### src/rtl/stuff_pkg.sv
package stuff_pkg;
  localparam int unsigned BYTE_W    = 8;
  localparam logic [7:0]  FLAG_CHAR = 8'h7E;
  localparam logic [7:0]  ESC_CHAR  = 8'h7D;
  localparam logic [7:0]  FLIP_MASK = 8'h20;

  function automatic logic needs_escape(input logic [7:0] b);
    return (b == FLAG_CHAR) || (b == ESC_CHAR);
  endfunction
endpackage

### src/rtl/stuff_expand.sv
module stuff_expand import stuff_pkg::*; #(
  parameter  int unsigned LANES = 4,
  localparam int unsigned DW    = LANES * BYTE_W,
  localparam int unsigned CW    = $clog2(LANES + 1),
  localparam int unsigned EW    = $clog2(2 * LANES + 1)
) (
  input  logic [DW-1:0]   data_i,
  input  logic [CW-1:0]   bytes_i,
  output logic [2*DW-1:0] exp_data_o,
  output logic [EW-1:0]   exp_cnt_o
);
  logic [LANES-1:0] lane_en;
  logic [LANES-1:0] lane_esc;

  for (genvar g = 0; g < LANES; g++) begin : g_lane
    assign lane_en[g]  = CW'(g) < bytes_i;
    assign lane_esc[g] = lane_en[g] && needs_escape(data_i[g*BYTE_W +: BYTE_W]);
  end

  // compact lanes, opening a slot after each escaped byte
  always_comb begin
    int pos;
    pos        = 0;
    exp_data_o = '0;
    for (int i = 0; i < LANES; i++) begin
      if (lane_en[i]) begin
        if (lane_esc[i]) begin
          exp_data_o[pos*BYTE_W +: BYTE_W]     = ESC_CHAR;
          exp_data_o[(pos+1)*BYTE_W +: BYTE_W] = data_i[i*BYTE_W +: BYTE_W] ^ FLIP_MASK;
          pos += 2;
        end else begin
          exp_data_o[pos*BYTE_W +: BYTE_W] = data_i[i*BYTE_W +: BYTE_W];
          pos += 1;
        end
      end
    end
    exp_cnt_o = EW'(pos);
  end
endmodule

### src/rtl/stuff_hold_buf.sv
module stuff_hold_buf import stuff_pkg::*; #(
  parameter  int unsigned LANES = 4,
  localparam int unsigned DW    = LANES * BYTE_W,
  localparam int unsigned CAP   = 3 * LANES,
  localparam int unsigned BW    = $clog2(CAP + 1),
  localparam int unsigned CW    = $clog2(LANES + 1),
  localparam int unsigned EW    = $clog2(2 * LANES + 1)
) (
  input  logic            clk_i,
  input  logic            rst_ni,
  input  logic            push_i,
  input  logic [2*DW-1:0] push_data_i,
  input  logic [EW-1:0]   push_cnt_i,
  input  logic [CW-1:0]   pop_cnt_i,
  output logic [DW-1:0]   head_o,
  output logic [BW-1:0]   cnt_o
);
  logic [BYTE_W-1:0] byte_q [CAP];
  logic [BYTE_W-1:0] byte_d [CAP];
  logic [BW-1:0]     cnt_q, cnt_d;

  // shift out popped bytes, append pushed bytes behind the survivors
  always_comb begin
    int pc, base, src, k;
    pc   = int'(pop_cnt_i);
    base = int'(cnt_q) - pc;
    for (int j = 0; j < CAP; j++) begin
      src       = j + pc;
      k         = j - base;
      byte_d[j] = '0;
      if (src < int'(cnt_q)) begin
        byte_d[j] = byte_q[src];
      end else if (push_i && k >= 0 && k < int'(push_cnt_i)) begin
        byte_d[j] = push_data_i[k*BYTE_W +: BYTE_W];
      end
    end
    cnt_d = BW'(base + (push_i ? int'(push_cnt_i) : 0));
  end

  always_ff @(posedge clk_i or negedge rst_ni) begin
    if (!rst_ni) begin
      cnt_q <= '0;
      for (int j = 0; j < CAP; j++) byte_q[j] <= '0;
    end else begin
      cnt_q <= cnt_d;
      for (int j = 0; j < CAP; j++) byte_q[j] <= byte_d[j];
    end
  end

  for (genvar g = 0; g < LANES; g++) begin : g_head
    assign head_o[g*BYTE_W +: BYTE_W] = byte_q[g];
  end
  assign cnt_o = cnt_q;


  no_overflow_chk: assert property (@(posedge clk_i) disable iff (!rst_ni)
    cnt_q <= BW'(CAP));

  pop_avail_chk: assert property (@(posedge clk_i) disable iff (!rst_ni)
    BW'(pop_cnt_i) <= cnt_q);
endmodule

### src/rtl/stuff_frame_ctl.sv
module stuff_frame_ctl (
  input  logic clk_i,
  input  logic rst_ni,
  input  logic in_fire_i,
  input  logic in_sof_i,
  input  logic in_eof_i,
  input  logic out_fire_i,
  input  logic out_last_i,
  output logic sof_pend_o,
  output logic eof_pend_o
);
  logic sof_q, eof_q;

  always_ff @(posedge clk_i or negedge rst_ni) begin
    if (!rst_ni) begin
      sof_q <= 1'b0;
      eof_q <= 1'b0;
    end else begin
      if (in_fire_i && in_sof_i)      sof_q <= 1'b1;
      else if (out_fire_i)            sof_q <= 1'b0;
      if (in_fire_i && in_eof_i)      eof_q <= 1'b1;
      else if (out_fire_i && out_last_i) eof_q <= 1'b0;
    end
  end

  assign sof_pend_o = sof_q;
  assign eof_pend_o = eof_q;


  eof_block_chk: assert property (@(posedge clk_i) disable iff (!rst_ni)
    eof_q |-> !in_fire_i);

  sof_origin_chk: assert property (@(posedge clk_i) disable iff (!rst_ni)
    $rose(sof_q) |-> $past(in_fire_i && in_sof_i));
endmodule

### src/rtl/octet_stuffer_32.sv
module octet_stuffer_32 import stuff_pkg::*; #(
  parameter  int unsigned LANES = 4,
  localparam int unsigned DW    = LANES * BYTE_W,
  localparam int unsigned CAP   = 3 * LANES,
  localparam int unsigned BW    = $clog2(CAP + 1),
  localparam int unsigned CW    = $clog2(LANES + 1),
  localparam int unsigned EW    = $clog2(2 * LANES + 1)
) (
  input  logic          clk_i,
  input  logic          rst_ni,
  input  logic          in_valid_i,
  output logic          in_ready_o,
  input  logic [DW-1:0] in_data_i,
  input  logic [CW-1:0] in_bytes_i,
  input  logic          in_sof_i,
  input  logic          in_eof_i,
  output logic          out_valid_o,
  input  logic          out_ready_i,
  output logic [DW-1:0] out_data_o,
  output logic [CW-1:0] out_bytes_o,
  output logic          out_sof_o,
  output logic          out_eof_o
);
  logic [2*DW-1:0] exp_data;
  logic [EW-1:0]   exp_cnt;
  logic [BW-1:0]   cnt;
  logic [DW-1:0]   head;
  logic [CW-1:0]   pop_cnt;
  logic            sof_pend, eof_pend, out_last, push, pop;

  stuff_expand #(.LANES(LANES)) u_expand (
    .data_i     (in_data_i),
    .bytes_i    (in_bytes_i),
    .exp_data_o (exp_data),
    .exp_cnt_o  (exp_cnt)
  );

  stuff_hold_buf #(.LANES(LANES)) u_buf (
    .clk_i       (clk_i),
    .rst_ni      (rst_ni),
    .push_i      (push),
    .push_data_i (exp_data),
    .push_cnt_i  (exp_cnt),
    .pop_cnt_i   (pop_cnt),
    .head_o      (head),
    .cnt_o       (cnt)
  );

  stuff_frame_ctl u_frame (
    .clk_i      (clk_i),
    .rst_ni     (rst_ni),
    .in_fire_i  (push),
    .in_sof_i   (in_sof_i),
    .in_eof_i   (in_eof_i),
    .out_fire_i (pop),
    .out_last_i (out_last),
    .sof_pend_o (sof_pend),
    .eof_pend_o (eof_pend)
  );

  // ready only from state: room for a full doubled word without counting a pop
  assign in_ready_o  = !eof_pend && (cnt <= BW'(LANES));
  assign push        = in_valid_i && in_ready_o;
  assign out_last    = eof_pend && (cnt <= BW'(LANES));
  assign out_valid_o = (cnt >= BW'(LANES)) || (eof_pend && (cnt != '0));
  assign out_bytes_o = out_last ? CW'(cnt) : CW'(LANES);
  assign out_data_o  = head;
  assign out_sof_o   = out_valid_o && sof_pend;
  assign out_eof_o   = out_valid_o && out_last;
  assign pop         = out_valid_o && out_ready_i;
  assign pop_cnt     = pop ? out_bytes_o : '0;


  hold_stable_chk: assert property (@(posedge clk_i) disable iff (!rst_ni)
    (out_valid_o && !out_ready_i) |=> (out_valid_o && $stable(out_data_o)
      && $stable(out_bytes_o) && $stable(out_eof_o)));

  backpress_chk: assert property (@(posedge clk_i) disable iff (!rst_ni)
    (push && (exp_cnt > EW'(LANES))) |=> !in_ready_o);

  expand_bound_chk: assert property (@(posedge clk_i) disable iff (!rst_ni)
    push |-> (exp_cnt >= EW'(in_bytes_i)) && (exp_cnt <= EW'(2 * in_bytes_i)));

  last_bytes_chk: assert property (@(posedge clk_i) disable iff (!rst_ni)
    out_valid_o |-> (out_bytes_o != '0) && (out_bytes_o <= CW'(LANES)));

  pad_zero_chk: assert property (@(posedge clk_i) disable iff (!rst_ni)
    out_eof_o |-> ((out_data_o >> (int'(out_bytes_o) * BYTE_W)) == '0));
endmodule

### config.mk
export PLATFORM = sky130hd
export DESIGN_NAME = octet_stuffer_32
export DESIGN_NICKNAME = d
export VERILOG_FILES = /design/src/rtl/stuff_pkg.sv /design/src/rtl/stuff_expand.sv /design/src/rtl/stuff_hold_buf.sv /design/src/rtl/stuff_frame_ctl.sv /design/src/rtl/octet_stuffer_32.sv
export SDC_FILE = /design/constraint.sdc
export NUM_CORES = 1
export LEC_CHECK = 0
export ABC_AREA = 1
export BUFFER_PORTS_ARGS = -buffer_cell sky130_fd_sc_hd__buf_2
export CELL_PAD_IN_SITES_DETAIL_PLACEMENT = 1
export CELL_PAD_IN_SITES_GLOBAL_PLACEMENT = 2
export CORE_MARGIN = 2
export CORE_UTILIZATION = 34
export DETAILED_ROUTE_END_ITERATION = 8
export PLACE_DENSITY_LB_ADDON = 0.1
export SYNTH_ARGS = -nofsm -noshare
export SYNTH_HDL_FRONTEND = slang
export SYNTH_SLANG_ARGS = --single-unit
export TNS_END_PERCENT = 5
### constraint.sdc
create_clock -name clk_i -period 6.9 [get_ports clk_i]
set_input_delay 1.38 -clock clk_i [delete_from_list [all_inputs] [get_ports clk_i]]
set_output_delay 1.38 -clock clk_i [all_outputs]
set_load 0.05 [all_outputs]
# Word-level counts from Yosys, hierarchy flattened
# Index checks and enable logic that the tools add are counted.
[totals] regBits=102 elab_cells=300
[op_classes] addsub=40 order_cmp=54 eq_ne=8 n_shift=27 n_mux=93 bitwise_logic=16 n_reduce_logical=47
[op_table] operator="variable part select 64 x 33 -> 8 bit" count=12
[op_table] operator="< comparator 32 x 5 -> 1 bit" count=23
[op_table] operator="bitwise mux 64 bit" count=9
[op_table] operator="two-way mux 8 bit" count=50
[op_table] operator="binary-select mux 8 bit (select 4 bit)" count=12
[op_table] operator="greater-or-equal comparator 32 x 1 -> 1 bit (second input constant)" count=12
[op_table] operator="greater-or-equal comparator 32 x 5 -> 1 bit (second input constant)" count=12
[op_table] operator="two-way mux 64 bit" count=6
[op_table] operator="variable shift 8 x 34 -> 64 bit (first input constant)" count=6
[op_table] operator="variable part select 8 x 34 -> 64 bit" count=6
[op_table] operator="NOT 32 bit" count=11
[op_table] operator="negator 32 -> 34 bit" count=6
[op_table] operator="variable part select 8 x 34 -> 64 bit (first input constant)" count=3
[op_table] operator="adder 29 x 1 -> 29 bit (second input constant)" count=3
[op_table] operator="two-way mux 29 bit" count=3
[op_table] operator="equality test 8 x 7 -> 1 bit (second input constant)" count=8
[op_table] operator="logical AND 1 bit" count=38
[op_table] operator="NOT 3 -> 32 bit" count=1
[op_table] operator="adder 29 x 2 -> 29 bit (second input constant)" count=1
[op_table] operator="adder 29 x 3 -> 29 bit (second input constant)" count=1
[op_table] operator="subtractor 4 x 5 -> 6 bit (first input constant)" count=4
[op_table] operator="subtractor 5 x 5 -> 6 bit (first input constant)" count=4
[op_table] operator="adder 4 x 3 -> 5 bit (first input constant)" count=4
[op_table] operator="adder 3 x 3 -> 4 bit (first input constant)" count=4
[op_table] operator="26 further kinds" count=46

# Longest topological paths before layout
# Gate-level depths: netlist of the first run.
[logic_depth] word_depth=22 mapped_depth=35 mapped_depth_nobuf=34

# By module
# From an unflattened synthesis of the first run, not the netlist that was laid out.
[hier_totals] hier_cells=3053 area_unflattened_um2=17135.2
[by_module_without_submodules] module="stuff_hold_buf" n_inst=1 cells_per_inst=2139 area_per_inst_um2=12436.9 seq_area_each_um2=2502.4
[by_module_without_submodules] module="stuff_expand" n_inst=1 cells_per_inst=877 area_per_inst_um2=4496.8 seq_area_each_um2=0.0
[by_module_without_submodules] module="octet_stuffer_32" n_inst=1 cells_per_inst=28 area_per_inst_um2=123.9 seq_area_each_um2=0.0
[by_module_without_submodules] module="stuff_frame_ctl" n_inst=1 cells_per_inst=9 area_per_inst_um2=77.6 seq_area_each_um2=50.0

# Least setup slack after synthesis of the first run
# Ideal clock, no wire load.
[synth_path] kind="register to register" start="reg u_buf.cnt_q[1], in the netlist u_buf.cnt_o[1]" end="reg u_buf.byte_q (netlist bit u_buf.head_o[15])" setup_ns=0.066 t_arrival_ns=6.890 required_ns=6.834 setup_slack_ns=-0.057 stages_incl_launch_ff=25 synth_period_minus_slack_ns=6.957 cell_sequence="dfrtp_1 nor2_1 o21ai_0 nand2_1 nor2_1 nand2_1 inv_1 buf_1 buf_1 ha_1 inv_1 fa_1 clkbuf_1 inv_1 clkbuf_1 clkbuf_1 ha_1 clkbuf_1 clkinv_1 ha_1 a2111oi_0 nand3_1 nor3_1 nand3_1 nand2_1"
[synth_rtl] item="from (decl)" line_no="stuff_hold_buf.sv:20" rtl="logic [BW-1:0] cnt_q, cnt_d;"
[synth_rtl] item="from (signal assigned)" line_no="stuff_hold_buf.sv:45" rtl="cnt_q <= cnt_d;"
[synth_rtl] item="to (decl)" line_no="stuff_hold_buf.sv:18" rtl="logic [BYTE_W-1:0] byte_q [CAP];"

==> flow_summary.yaml, run 1 <==
logic_synthesis:
  synth_ff_type: "dfrtp_1"
  yosysUniqueCellTypes: 61
  synth_compound_area_frac: 0.183
  syn-instance-count: 2771
  synth_fa_ha_area_frac: 0.0767
  synthMuxAreaShare: 0.0325
  synth.avg_cell_area_um2: 5.78
  synth_xor_area_frac: 0.0137
  synth-seq-cells: 102
  synth-simple-area-share: 0.423
  syn_area_mm2: 0.0160
  ys_seq_area_frac: 0.159
  synth_top_family_by_area: "simple AND/OR/NAND/NOR gates"
  synth_edf_count: 0
  synth_async_sr_flop_share: 1.00
  synth_warnings: 0
worst_setup_path:
  r2r_setup_slack_ps: 690
  crit_path_end_kind: "flip-flop"
  start_kind: "flip-flop"
  r2r_start: "u_buf.cnt_o[3]"
  reg2reg_depth: 20
  cp.required_ps: 7220
  critPathKind: "reg -> reg"
  cp.arrival_ps: 6530
  crit_start: "u_buf.cnt_o[3]"
  timing.rr.end: "u_buf.head_o[13]"
  crit_fanout: 15
global_route:
  grt-ovfl-total: 0
  grt_pass1_wl_mm: 126
  grt.total_usage: 0.336
  grt_max_degree: 71
  first_global_vias: 19415
  antenna_found_initial: 0
sta:
  slew_viol_final: 0
  rsz0062_at_grt: "no"
  hold_viol_final: 0
  tns_ps: 0
  slew_headroom: 0.267
  period_share: 0.900
  finClkSkew_ps: 14.0
  fmax_ghz: 0.161
  period_needed_ps: 6210
  worst_slew_pin_slew_ps: 1090
  finalSetupViolCount: 0
floorplan:
  initial_core_util: 0.344
  die_w_um: 221
  die-area_mm2: 0.0489
  core_area_mm2: 0.0466
  die_h_um: 221
  ios: 80
  row_count: 79
worst_hold_path:
  whs_endpoint: "u_frame.sof_pend_o"
  hp-class: "reg -> reg"
  worstHoldPathCells: 2
  hold_path_startpoint: "u_frame.sof_pend_o"
cells_and_area:
  syn_to_final_growth_pct: 7.93
  final_util: 0.371
  drive_gt1_frac: 0.0936
  final_common_cell: "nand2_1"
  layout_common_cells: "nand2_1, nand3_1, o21ai_0"
  n_antenna_cell: 0
  stdcell_area_mm2: 0.0173
  nNetsFinal: 2912
place:
  postPlaceCellArea_mm2: 0.0170
  place.gp.congestion: 0.973
  dp_hpwl_mm: 66.8
  port_buffers: 79
cts:
  clk_pin_slew_ps: 90
  cts_tree: "done"
  cts_buffer_depth: 2
  clock_sink_count: 102
  cts_inserted_buffers: 9
  cts_root_buf: "clkbuf_16"
  post-cts-setup-buffers: 0
  clk_latency_ps: 390
  cts_htree_levels: 3
  hold_buffers: 0
  cts_resized: 0
route:
  num_vias: 19628
  via_per_inst: 5.80
  drc_errors: 0
  dr.pass1.iters: 5
  antenna_left: 0
  avgRoutedWirePerCell_um: 24.7
  routed_wl_mm: 83.6
  first_iter_violations: 1656
power:
  ir_worst_vdd_mv: 0.442
  total_leakage_power_nw: 9.03
  powerDensity_mw_per_mm2: 533
  total_power_mw: 9.21
run_status:
  outcome: "finished clean"
run:
  drv_cap: 0
layer usage:
layer	part of all wire	track usage
met1	0.45	0.449
met2	0.46	0.557
met3	0.046	0.0268
met4	0.042	0.137
met5	0	0
stage by stage:
step,std cells,setup slack (ps),hold slack [ps]
after global routing,3386,190,605
after detailed placement,3370,414,538
after floorplan,2775,347,505
final,3386,692,540
after global placement,3370,545,527
after CTS,3386,757,551
kinds of logic after synthesis:
family,after synthesis
xor+xnor,25
flops,102
mux,52
buf+inv,439
fa+ha+maj,97
simple gates,1547
compound gates,507
other cells,2
worst max-delay path by stage:
stage,end,cells after the start
2_1_floorplan,u_buf.head_o[15],22
3_3_place_gp,u_buf.head_o[28],32
3_5_place_dp,u_buf.head_o[6],32
4_1_cts,u_buf.head_o[13],20
5_1_grt,u_buf.head_o[14],32
6_report,u_buf.head_o[13],20
flip-flops by register name, indices dropped and copies added (netlist names):
register / cells
u_frame.sof_pend_o: 1
u_buf.cnt_o: 4
u_buf.byte_q: 64
u_buf.head_o: 32
u_frame.eof_pend_o: 1
power by group:
group	leakage, nW	switching [mW]	internal [mW]
sequential	1.37	0.144	0.754
clock	0.134	0.282	0.250
combinational	7.53	5.62	2.17
total	9.03	6.04	3.17
layout make-up:
| class | count | area, µm² |
|---|---|---|
| Fill cell | 6419 | 29300 |
| Multi-Input combinational cell | 2234 | 11700 |
| Sequential cell | 102 | 2550 |
| Inverter | 274 | 1030 |
| Timing Repair Buffer | 153 | 953 |
| Tap cell | 607 | 759 |
| Clock buffer | 9 | 225 |
| Clock inverter | 7 | 57.6 |
cells in the mapped netlist, types with 8 or more instances:
library cell / number / area, µm²
nor3_1: 28 / 140
nor2_1: 135 / 507
inv_2: 13 / 48.8
inv_1: 246 / 923
nand3_1: 424 / 2120
a21oi_1: 94 / 470
ha_1: 95 / 1190
mux2i_1: 52 / 521
o21ai_1: 13 / 65.1
buf_4: 34 / 255
a32o_1: 16 / 160
nand4_1: 44 / 275
buf_2: 8 / 40.0
clkinv_1: 15 / 56.3
o21ai_0: 271 / 1360
clkbuf_1: 91 / 342
nand2_2: 10 / 62.6
xor2_1: 19 / 166
buf_1: 31 / 116
dfrtp_1: 102 / 2550
o211ai_1: 43 / 323
a31oi_1: 12 / 75.1
nand2_1: 846 / 3180
or2_2: 30 / 188
critical path, stage by stage (launching register included):
cell and delay, ps:
dfrtp_1 430, inv_1 500, o21ai_0 240, nor2_1 130, inv_1 100, nor2_1 290, nand2_4 70, inv_2 70
ha_2 160, inv_1 60, fa_2 690, inv_1 330, ha_1 810, clkinv_1 530, ha_1 360, a2111oi_0 570
nand3_1 140, nor3_1 160, buf_4 200, nand3_1 140, nand2_1 140
Power figures use the tool's default switching activity.
==> inputs of run 2 (changes only) <==
PLACE_DENSITY = 0.93   (was default)
PLACE_DENSITY_LB_ADDON = default   (was 0.1)
==> flow_summary.yaml, run 2 (synthesis gave the netlist of run 1 again) <==
worst_setup_path:
  crit_path_end_kind: "flip-flop"
  crit_start: "in_bytes_i[2]"
  cp.arrival_ps: 6560
  start_kind: "primary input"
  crit_fanout: 17
  endpoint: "u_buf.head_o[18]"
  cpPeakStageDelay_ps: 380
  r2r_setup_slack_ps: 810
  critPathKind: "in -> reg"
  reg2reg_depth: 16
  timing.rr.end: "u_buf.head_o[13]"
  crit_slowest_cell: "ha_1"
  cpMostUsedCell: "nand2_1"
  cp.required_ps: 7200
  r2r_start: "u_buf.cnt_o[3]"
cts:
  cts_resized: 0
  post-cts-setup-buffers: 0
  clk_pin_slew_ps: 80
  cts_buffer_depth: 2
  clk_latency_ps: 380
  cts_inserted_buffers: 9
  cts_htree_levels: 3
  clock_sink_count: 102
  hold_buffers: 0
  cts_root_buf: "clkbuf_16"
  cts_tree: "done"
sta:
  finalSetupViolCount: 0
  worst_slew_pin_slew_ps: 1140
  hold_viol_final: 0
  rsz0062_at_grt: "no"
  fmax_ghz: 0.160
  slew_headroom: 0.233
  period_needed_ps: 6260
  tns_ps: 0
  finClkSkew_ps: 13.8
  period_share: 0.907
  hold_ws_ps: 562
  slew_viol_final: 0
cells_and_area:
  final_common_cell: "nand2_1"
  largest_register_ffs: 64
  n_antenna_cell: 0
  nFillCells: 6368
  drive_gt1_frac: 0.0932
  multi_input_comb_area_mm2: 0.0117
  regMostFlops: "u_buf.byte_q"
  layout_common_cells: "nand2_1, nand3_1, o21ai_0"
  syn_to_final_growth_pct: 8.06
  seq_area_mm2: 0.00255
  nNetsFinal: 2912
run:
  drv_cap: 0
power:
  total_power_mw: 9.23
  total_leakage_power_nw: 9.04
  ir_worst_vdd_mv: 0.299
  powerDensity_mw_per_mm2: 533
route:
  drc_errors: 0
  first_iter_violations: 2006
  num_vias: 20008
  routed_wl_mm: 81.3
  via_per_inst: 5.91
  avgRoutedWirePerCell_um: 24.0
  dr.pass1.iters: 7
  antenna_left: 0
floorplan:
  ios: 80
  row_count: 79
  die_w_um: 221
  core_area_mm2: 0.0466
  die-area_mm2: 0.0489
  initial_core_util: 0.344
  die_h_um: 221
run_status:
  outcome: "finished clean"
global_route:
  grt.total_usage: 0.324
  antenna_found_initial: 1
  grt-ovfl-total: 0
  first_global_vias: 19970
  grt_pass1_wl_mm: 124
  grt_max_degree: 74
place:
  port_buffers: 79
  dp_hpwl_mm: 64.8
  place.gp.congestion: 0.991
worst_hold_path:
  hp-class: "reg -> reg"
-- run 2: layout make-up --
cell class              count  share of cell area
clock buffers               9              0.0130
clock inverters             7             0.00470
inverters                 274              0.0594
multi-input cells        2234               0.676
flip-flops and latches    102               0.147
well taps                 607              0.0439
repair buffers            153              0.0551
-- run 2: critical path: cells and delay by family --
| kind | cells | cell delay, ps |
|---|---|---|
| simple gates | 19 | 2670 |
| buf+inv | 8 | 1100 |
| fa+ha+maj | 3 | 920 |
| compound gates | 2 | 470 |
-- run 2: worst min-delay path by stage --
stage                                   from                 end  slack [ps]  cells after the start
after floorplan           u_frame.sof_pend_o  u_frame.sof_pend_o         500                      2
after global placement    u_frame.sof_pend_o  u_frame.sof_pend_o         530                      2
after detailed placement  u_frame.sof_pend_o  u_frame.sof_pend_o         550                      2
after CTS                 u_frame.sof_pend_o  u_frame.sof_pend_o         570                      2
after global routing      u_frame.sof_pend_o  u_frame.sof_pend_o         610                      2
final                     u_frame.sof_pend_o  u_frame.sof_pend_o         560                      2
-- run 2: power breakdown --
group          switching [mW]  internal, mW
combinational            5.59          2.19
clock                   0.269         0.286
sequential              0.137         0.754
total                    6.00          3.23
-- run 2: metrics by stage --
step | util | setup WS (ps) | area, µm² | std cells
6_report | 0.372 | 643 | 17300 | 3386
3_5_place_dp | 0.365 | 390 | 17000 | 3370
2_1_floorplan | - | 347 | 16000 | 2775
5_1_grt | 0.372 | 291 | 17300 | 3386
4_1_cts | 0.372 | 761 | 17300 | 3386
3_3_place_gp | 0.365 | 531 | 17000 | 3370
-- run 2: layer usage --
| layer | part of all wire | global-route usage | vias to the layer above |
|---|---|---|---|
| met5 | 0.00014 | 0 | - |
| met1 | 0.43 | 0.428 | 9762 |
| met3 | 0.063 | 0.0420 | 165 |
| li1 | - | - | 9244 |
| met2 | 0.46 | 0.539 | 835 |
| met4 | 0.039 | 0.121 | 2 |
